$ cat config.mk
export PLATFORM = sky130hd
export DESIGN_NAME = sdma_window
export DESIGN_NICKNAME = d
export VERILOG_FILES = /design/src/rtl/sdmw_pkg.sv /design/src/rtl/sdmw_fifo.sv /design/src/rtl/sdmw_ctrl.sv /design/src/rtl/sdmw_regs.sv /design/src/rtl/sdma_window.sv
export SDC_FILE = /design/constraint.sdc
export NUM_CORES = 1
export LEC_CHECK = 0
export BUFFER_PORTS_ARGS = -buffer_cell sky130_fd_sc_hd__buf_4
export CORE_UTILIZATION = 45
export DETAILED_ROUTE_END_ITERATION = 6
export PLACE_DENSITY = 0.78
export SYNTH_ARGS = -nofsm -noshare
export SYNTH_HDL_FRONTEND = slang
export SYNTH_SLANG_ARGS = --single-unit
export TNS_END_PERCENT = 5
$ cat constraint.sdc
create_clock -name clk -period 6.9 [get_ports clk]
set_clock_uncertainty 0.2 [all_clocks]
set_input_delay 0 -clock clk [delete_from_list [all_inputs] [get_ports clk]]
set_output_delay 0 -clock clk [all_outputs]
set_load 0.05 [all_outputs]
$ cat src/rtl/sdmw_pkg.sv
package sdmw_pkg;
  typedef enum logic {
    DIR_FROM_FLASH = 1'b0,
    DIR_TO_FLASH   = 1'b1
  } sdmw_dir_e;

  localparam logic [11:0] OFS_SIZE  = 12'h240;
  localparam logic [11:0] OFS_INFO  = 12'h244;
  localparam logic [11:0] OFS_FLAGS = 12'h248;

  localparam int INFO_DIR_BIT  = 8;
  localparam int FLAG_TRIG_BIT = 0;
  localparam int FLAG_ERR_BIT  = 1;
endpackage

$ cat src/rtl/sdmw_fifo.sv
module sdmw_fifo #(
  parameter int W     = 8,
  parameter int DEPTH = 4
) (
  input  logic         clk,
  input  logic         rst_n,
  input  logic         flush,
  input  logic         push,
  input  logic [W-1:0] push_data,
  input  logic         pop,
  output logic [W-1:0] pop_data,
  output logic         full,
  output logic         empty
);
  localparam int PTR_W = (DEPTH > 1) ? $clog2(DEPTH) : 1;
  localparam int CNT_W = $clog2(DEPTH + 1);

  logic [W-1:0]     mem [DEPTH];
  logic [PTR_W-1:0] wr_ptr, rd_ptr;
  logic [CNT_W-1:0] count;

  assign full     = (count == CNT_W'(DEPTH));
  assign empty    = (count == '0);
  assign pop_data = mem[rd_ptr];

  function automatic logic [PTR_W-1:0] bump(input logic [PTR_W-1:0] p);
    return (p == PTR_W'(DEPTH - 1)) ? '0 : p + 1'b1;
  endfunction

  always_ff @(posedge clk) begin
    if (push && !full) mem[wr_ptr] <= push_data;
  end

  always_ff @(posedge clk or negedge rst_n) begin
    if (!rst_n) begin
      wr_ptr <= '0;
      rd_ptr <= '0;
      count  <= '0;
    end else if (flush) begin
      wr_ptr <= '0;
      rd_ptr <= '0;
      count  <= '0;
    end else begin
      if (push && !full)  wr_ptr <= bump(wr_ptr);
      if (pop && !empty)  rd_ptr <= bump(rd_ptr);
      case ({push && !full, pop && !empty})
        2'b10:   count <= count + 1'b1;
        2'b01:   count <= count - 1'b1;
        default: count <= count;
      endcase
    end
  end
endmodule

$ cat src/rtl/sdmw_ctrl.sv
module sdmw_ctrl
  import sdmw_pkg::*;
#(
  parameter int SIZE_W       = 16,
  parameter int WINDOW_BYTES = 64,
  parameter int CNT_W        = $clog2(WINDOW_BYTES + 1)
) (
  input  logic              clk,
  input  logic              rst_n,
  input  logic              start_valid,
  input  logic [SIZE_W-1:0] start_size,
  input  logic              start_dir,
  input  logic              win_wr_valid,
  input  logic              win_rd_valid,
  input  logic              fl_in_valid,
  input  logic              fl_out_ready,
  input  logic              fifo_full,
  input  logic              fifo_empty,
  output logic [CNT_W-1:0]  size_q,
  output sdmw_dir_e         dir_q,
  output logic              win_wr_ready,
  output logic              win_rd_ready,
  output logic              rd_legal,
  output logic              host_push,
  output logic              host_pop,
  output logic              fl_in_ready,
  output logic              fl_out_valid,
  output logic              fl_pop,
  output logic              fl_push,
  output logic              set_trig,
  output logic              set_err,
  output logic              data_done
);
  logic             loaded;
  logic [CNT_W-1:0] host_cnt, fl_cnt, lim;
  logic             room, wr_legal;

  always_comb begin
    if (start_size > SIZE_W'(WINDOW_BYTES)) lim = CNT_W'(WINDOW_BYTES);
    else                                    lim = start_size[CNT_W-1:0];
  end

  assign room     = loaded && (host_cnt != size_q);
  assign wr_legal = room && (dir_q == DIR_TO_FLASH);
  assign rd_legal = room && (dir_q == DIR_FROM_FLASH);

  assign win_wr_ready = wr_legal ? !fifo_full  : 1'b1;
  assign win_rd_ready = rd_legal ? !fifo_empty : 1'b1;
  assign host_push    = win_wr_valid && wr_legal && !fifo_full;
  assign host_pop     = win_rd_valid && rd_legal && !fifo_empty;

  assign fl_in_ready  = loaded && (dir_q == DIR_FROM_FLASH) &&
                        (fl_cnt != size_q) && !fifo_full;
  assign fl_push      = fl_in_valid && fl_in_ready;
  assign fl_out_valid = loaded && (dir_q == DIR_TO_FLASH) && !fifo_empty;
  assign fl_pop       = fl_out_valid && fl_out_ready;

  assign set_trig  = start_valid && (lim != '0);
  assign set_err   = (win_wr_valid && !wr_legal) || (win_rd_valid && !rd_legal);
  assign data_done = loaded && (host_cnt == size_q) &&
                     ((dir_q == DIR_FROM_FLASH) || fifo_empty);

  always_ff @(posedge clk or negedge rst_n) begin
    if (!rst_n) begin
      loaded   <= 1'b0;
      size_q   <= '0;
      dir_q    <= DIR_FROM_FLASH;
      host_cnt <= '0;
      fl_cnt   <= '0;
    end else if (start_valid) begin
      loaded   <= 1'b1;
      size_q   <= lim;
      dir_q    <= sdmw_dir_e'(start_dir);
      host_cnt <= '0;
      fl_cnt   <= '0;
    end else begin
      if (host_push || host_pop) host_cnt <= host_cnt + 1'b1;
      if (fl_push)               fl_cnt   <= fl_cnt + 1'b1;
    end
  end
endmodule

$ cat src/rtl/sdmw_regs.sv
module sdmw_regs
  import sdmw_pkg::*;
#(
  parameter int CNT_W = 7
) (
  input  logic             clk,
  input  logic             rst_n,
  input  logic             reg_wr,
  input  logic [11:0]      reg_addr,
  input  logic [31:0]      reg_wdata,
  input  logic             set_trig,
  input  logic             set_err,
  input  logic [CNT_W-1:0] size_q,
  input  sdmw_dir_e        dir_q,
  output logic [31:0]      reg_rdata,
  output logic             irq_trigger,
  output logic             irq_error
);
  logic clr_trig, clr_err;
  logic unused_wdata;

  assign unused_wdata = ^reg_wdata[31:2];
  assign clr_trig = reg_wr && (reg_addr == OFS_FLAGS) && reg_wdata[FLAG_TRIG_BIT];
  assign clr_err  = reg_wr && (reg_addr == OFS_FLAGS) && reg_wdata[FLAG_ERR_BIT];

  always_ff @(posedge clk or negedge rst_n) begin
    if (!rst_n) begin
      irq_trigger <= 1'b0;
      irq_error   <= 1'b0;
    end else begin
      if (set_trig)      irq_trigger <= 1'b1;
      else if (clr_trig) irq_trigger <= 1'b0;
      if (set_err)       irq_error   <= 1'b1;
      else if (clr_err)  irq_error   <= 1'b0;
    end
  end

  always_comb begin
    reg_rdata = '0;
    case (reg_addr)
      OFS_SIZE:  reg_rdata[CNT_W-1:0]     = size_q;
      OFS_INFO:  reg_rdata[INFO_DIR_BIT]  = (dir_q == DIR_TO_FLASH);
      OFS_FLAGS: begin
        reg_rdata[FLAG_TRIG_BIT] = irq_trigger;
        reg_rdata[FLAG_ERR_BIT]  = irq_error;
      end
      default:   reg_rdata = '0;
    endcase
  end
endmodule

$ cat src/rtl/sdma_window.sv
module sdma_window
  import sdmw_pkg::*;
#(
  parameter int SIZE_W       = 16,
  parameter int WINDOW_BYTES = 64,
  parameter int FIFO_DEPTH   = 4
) (
  input  logic              clk,
  input  logic              rst_n,
  input  logic              start_valid,
  input  logic [SIZE_W-1:0] start_size,
  input  logic              start_dir,
  input  logic              reg_wr,
  input  logic [11:0]       reg_addr,
  input  logic [31:0]       reg_wdata,
  output logic [31:0]       reg_rdata,
  input  logic              win_wr_valid,
  input  logic [7:0]        win_wr_data,
  output logic              win_wr_ready,
  input  logic              win_rd_valid,
  output logic [7:0]        win_rd_data,
  output logic              win_rd_ready,
  input  logic              fl_in_valid,
  input  logic [7:0]        fl_in_data,
  output logic              fl_in_ready,
  output logic              fl_out_valid,
  output logic [7:0]        fl_out_data,
  input  logic              fl_out_ready,
  output logic              irq_trigger,
  output logic              irq_error,
  output logic              data_done
);
  localparam int CNT_W = $clog2(WINDOW_BYTES + 1);

  logic [CNT_W-1:0] size_q;
  sdmw_dir_e        dir_q;
  logic             rd_legal, host_push, host_pop, fl_push, fl_pop;
  logic             set_trig, set_err, fifo_full, fifo_empty;
  logic [7:0]       fifo_in, fifo_out;

  sdmw_ctrl #(.SIZE_W(SIZE_W), .WINDOW_BYTES(WINDOW_BYTES), .CNT_W(CNT_W)) u_ctrl (
    .clk, .rst_n, .start_valid, .start_size, .start_dir,
    .win_wr_valid, .win_rd_valid, .fl_in_valid, .fl_out_ready,
    .fifo_full, .fifo_empty, .size_q, .dir_q,
    .win_wr_ready, .win_rd_ready, .rd_legal, .host_push, .host_pop,
    .fl_in_ready, .fl_out_valid, .fl_pop, .fl_push,
    .set_trig, .set_err, .data_done
  );

  assign fifo_in = (dir_q == DIR_TO_FLASH) ? win_wr_data : fl_in_data;

  sdmw_fifo #(.W(8), .DEPTH(FIFO_DEPTH)) u_fifo (
    .clk, .rst_n,
    .flush     (start_valid),
    .push      (host_push || fl_push),
    .push_data (fifo_in),
    .pop       (host_pop || fl_pop),
    .pop_data  (fifo_out),
    .full      (fifo_full),
    .empty     (fifo_empty)
  );

  assign win_rd_data = rd_legal ? fifo_out : 8'h00;
  assign fl_out_data = fifo_out;

  sdmw_regs #(.CNT_W(CNT_W)) u_regs (
    .clk, .rst_n, .reg_wr, .reg_addr, .reg_wdata,
    .set_trig, .set_err, .size_q, .dir_q,
    .reg_rdata, .irq_trigger, .irq_error
  );
endmodule

==> key figures <==
Floorplan
  • Starting Density: 47.55%
  • Die Area: 8227 um2
  • Die Y: 90.71 um
  • Core area: 7447 um2
  • Die width: 90.71 um
  • IO Count: 140
  • FP Rows: 31

Yosys
  • Simple-gate share of the synthesized area: 15.62%
  • Distinct cells, synth: 49
  • Synth warn: 0
  • Avg Inst Size Synth: 11.46 um2
  • Primary FF master, synth: edfxtp_1
  • Synth Instances: 309
  • Synth Area in Adders: 3.039%
  • Largest family of logic cells by synthesized area: simple AND/OR/NAND/NOR gates
  • Synth async-reset ratio: 50.00%
  • Mux cell area share after synthesis: 11.27%
  • Sequential share of the synthesized area: 49.75%
  • Syn Std Cell Area: 3541 um2
  • Compound-Gate Fraction of Synth Area: 5.901%
  • #FFs+latches synth: 64
  • Synth Area in XOR/XNOR: 6.219%
  • Number of synthesized flops with an enable pin: 32

STA
  • Top achievable clock speed: 304.3 MHz
  • Period utilization: 47.63%
  • Final slew viol count: 0
  • Worst hold margin: 66.84 ps
  • Setup violations, final: 0
  • Final hold viol count: 0
  • Final Critical Period: 3286 ps
  • Setup TNS: 0 ps
  • Slew HR: 47.24%
  • RSZ-0062 raised after global routing: no
  • Worst slew pin tran: 786.7 ps

Finish
  • Share of cells above drive strength 1: 29.80%
  • Most common cell after layout, fill and taps aside: buf_4
  • Most frequent cells in the layout: 86 x buf_4, 46 x dlygate4sd3_1, 32 x dfrtp_1, 32 x edfxtp_1, 27 x nor2_1
  • Net count, final: 531
  • Diodes inserted: 0
  • Final Non-Filler Cells: 542
  • Fillers: 534
  • Area growth from synthesis to layout: 37.10%

CTS
  • Clk root buf: clkbuf_8
  • CTS Buf Count: 9
  • H-tree level count: 3
  • Clk Latency, worst-skew pair: 360 ps
  • Clock sink total: 64
  • Clk pin slew, worst setup/hold paths: 80 ps
  • CTS tree: yes
  • Clock Tree Buf Depth: 2
  • Setup repair bufs after CTS: 0

Detailed routing
  • DRC errors left: 0
  • Vias per cell: 5.264
  • Initial DRC Count: 141
  • Via count: 2,853
  • ANT nets after route: 0
  • Routed len/inst: 16.36 um
  • Routed WL: 8869 um
  • First drt pass iteration count: 5

Place
  • Placed Instances: 479
  • Port bufs: 85
  • GPL Wtd Cong: 0.7948
  • HPWL after DPL: 5517 um

Power and ir drop
  • VDD IR max: 0.2354 mV
  • Sw Share: 38.69%
  • Combinational share of power: 39.0%
  • PwrDens: 291.8 nW/um2
  • P_sw: 0.5480 mW
  • Clock power share: 26.3%
  • Int Pwr: 0.8684 mW
  • Leak: 2.109 nW
  • Reg power frac: 34.7%

Setup path
  • CP cell instances: nor2b_1 -> buf_4 -> nand3_1 -> a21oi_2 -> or2_1 -> nor2b_1 -> fa_1 -> nor3_1 -> mux2_2 -> o311ai_1
  • Crit-path max FO: 15
  • Critical path launch point type: register
  • Critical path buffers and inverters: 1
  • CP Class: register to register
  • CP Capture Type: register
  • Crit path top cell by count: nor2b_1
  • Largest delay share family, worst path: simple AND/OR/NAND/NOR gates
  • Worst path slowest cell: dfrtp_1
  • Critical path required time: 6940 ps
  • Slowest stage delay, CP: 780 ps
  • Worst Path Arrival: 3330 ps

GRT
  • GR Overflow Total: 0
  • Vias in the first global route: 3,032
  • First-pass GRT wire length: 14,470 um
  • Initial antenna violation count: 0
  • Gr usage total: 22.66%
  • Pin count of the biggest net entering global routing: 33

Job
  • MaxCap Viol Count: 0

Outcome
  • Status: completed

Min path
  • Min-delay worst type: input port to register
-- worst paths after layout --
kind                                  startpoint                  to  slack [ps]  depth (start not counted)
min in group asynchronous                  rst_n    u_ctrl.size_q[5]         460                          4
worst min register to register  u_ctrl.fl_cnt[6]    u_ctrl.fl_cnt[6]         380                          2
worst max-delay path                u_ctrl.dir_q     u_fifo.count[2]        3610                         10
worst min-delay path                 fl_in_valid    u_ctrl.fl_cnt[0]          70                          4
worst max register to register      u_ctrl.dir_q     u_fifo.count[2]        3610                         10
max in group asynchronous                  rst_n  u_ctrl.host_cnt[4]        5850                          4
-- registers in the layout, indices dropped and copies added, names as in the netlist --
| register | cells |
|---|---|
| u_ctrl.dir_q | 1 |
| u_regs.irq_error | 1 |
| u_regs.irq_trigger | 1 |
| u_ctrl.host_cnt | 7 |
| u_ctrl.fl_cnt | 7 |
| u_fifo.mem | 32 |
| u_fifo.rd_ptr | 2 |
| u_ctrl.loaded | 1 |
| u_ctrl.size_q | 7 |
| u_fifo.wr_ptr | 2 |
| u_fifo.count | 3 |
-- cell type report --
| type | count | area (um2) | area share [%] |
|---|---|---|---|
| clock buffers | 9 | 123.9 | 2.552 |
| clock inverters | 7 | 102.6 | 2.113 |
| inverters | 10 | 37.54 | 0.7732 |
| multi-input cells | 220 | 1579 | 32.53 |
| flip-flops and latches | 64 | 1762 | 36.29 |
| well taps | 99 | 123.9 | 2.552 |
| repair buffers | 133 | 1126 | 23.20 |
-- metal layers --
| layer | part of all wire, % | GRT usage (%) |
|---|---|---|
| met1 | 41 | 27.88 |
| met4 | 4.0 | 12.37 |
| met3 | 6.1 | 4.882 |
| met2 | 49 | 37.06 |
| met5 | 0 | 0 |
-- stage by stage --
stage / setup WS (ps) / instance area (um2) / utilization (%) / total power [mW]
global placement: 3709 / 4148 / 55.70 / 1.013
finish: 3614 / 4855 / 65.19 / 1.416
floorplan: 3963 / 3627 / - / 0.9009
global route: 3357 / 4855 / 65.19 / 1.476
CTS: 3625 / 4855 / 65.19 / 1.414
detailed placement: 3652 / 4148 / 55.70 / 1.027
-- kinds of logic (layout without fill, tap and decap cells) --
kind of cell,Yosys count,count (layout)
compound gates,33,33
buf+inv,48,159
flops,64,64
simple gates,104,104
other cells,1,24
mux,28,28
fa+ha+maj,8,8
xor+xnor,23,23
-- worst reg2reg max path, cell delays in order, from the launching register on --
cell and delay (ps):
dfrtp_1 780, nor2b_1 140, buf_4 220, nand3_1 110, a21oi_2 80, or2_1 420, nor2b_1 210, fa_1 390
nor3_1 200, mux2_2 350, o311ai_1 80
-- synth_stat cells, types with 6 or more instances --
library cell | instances | area (um2)
a21oi_1 | 6 | 30.03
and3_1 | 8 | 50.05
buf_4 | 24 | 180.2
clkbuf_1 | 9 | 33.78
dfrtp_1 | 32 | 800.8
edfxtp_1 | 32 | 960.9
ha_1 | 7 | 87.58
inv_1 | 10 | 37.54
mux2_2 | 11 | 123.9
mux2i_1 | 8 | 80.08
mux4_2 | 8 | 180.2
nand2_1 | 16 | 60.06
nand3_1 | 8 | 40.04
nor2_1 | 27 | 101.4
nor3_1 | 11 | 55.05
o21ai_0 | 14 | 70.07
xnor2_1 | 10 | 87.58
xor2_1 | 12 | 105.1
-- what timing repair did --
item / 4_1_cts / 5_1_grt
resized for setup: 0 / 0
hold buffers: 47 / 0
endpoints found under the hold margin: 93 / 0
endpoints found under the setup margin: 0 / 0
-- power by group through the flow --
stage	clock, mW	sequential, mW	combinational, mW
after CTS	0.372	0.492	0.550
after global placement	0	0.496	0.517
after floorplan	0	0.474	0.427
after global routing	0.392	0.499	0.585
final	0.373	0.492	0.552
after detailed placement	0	0.499	0.527
(Power assumes the default switching activity.)
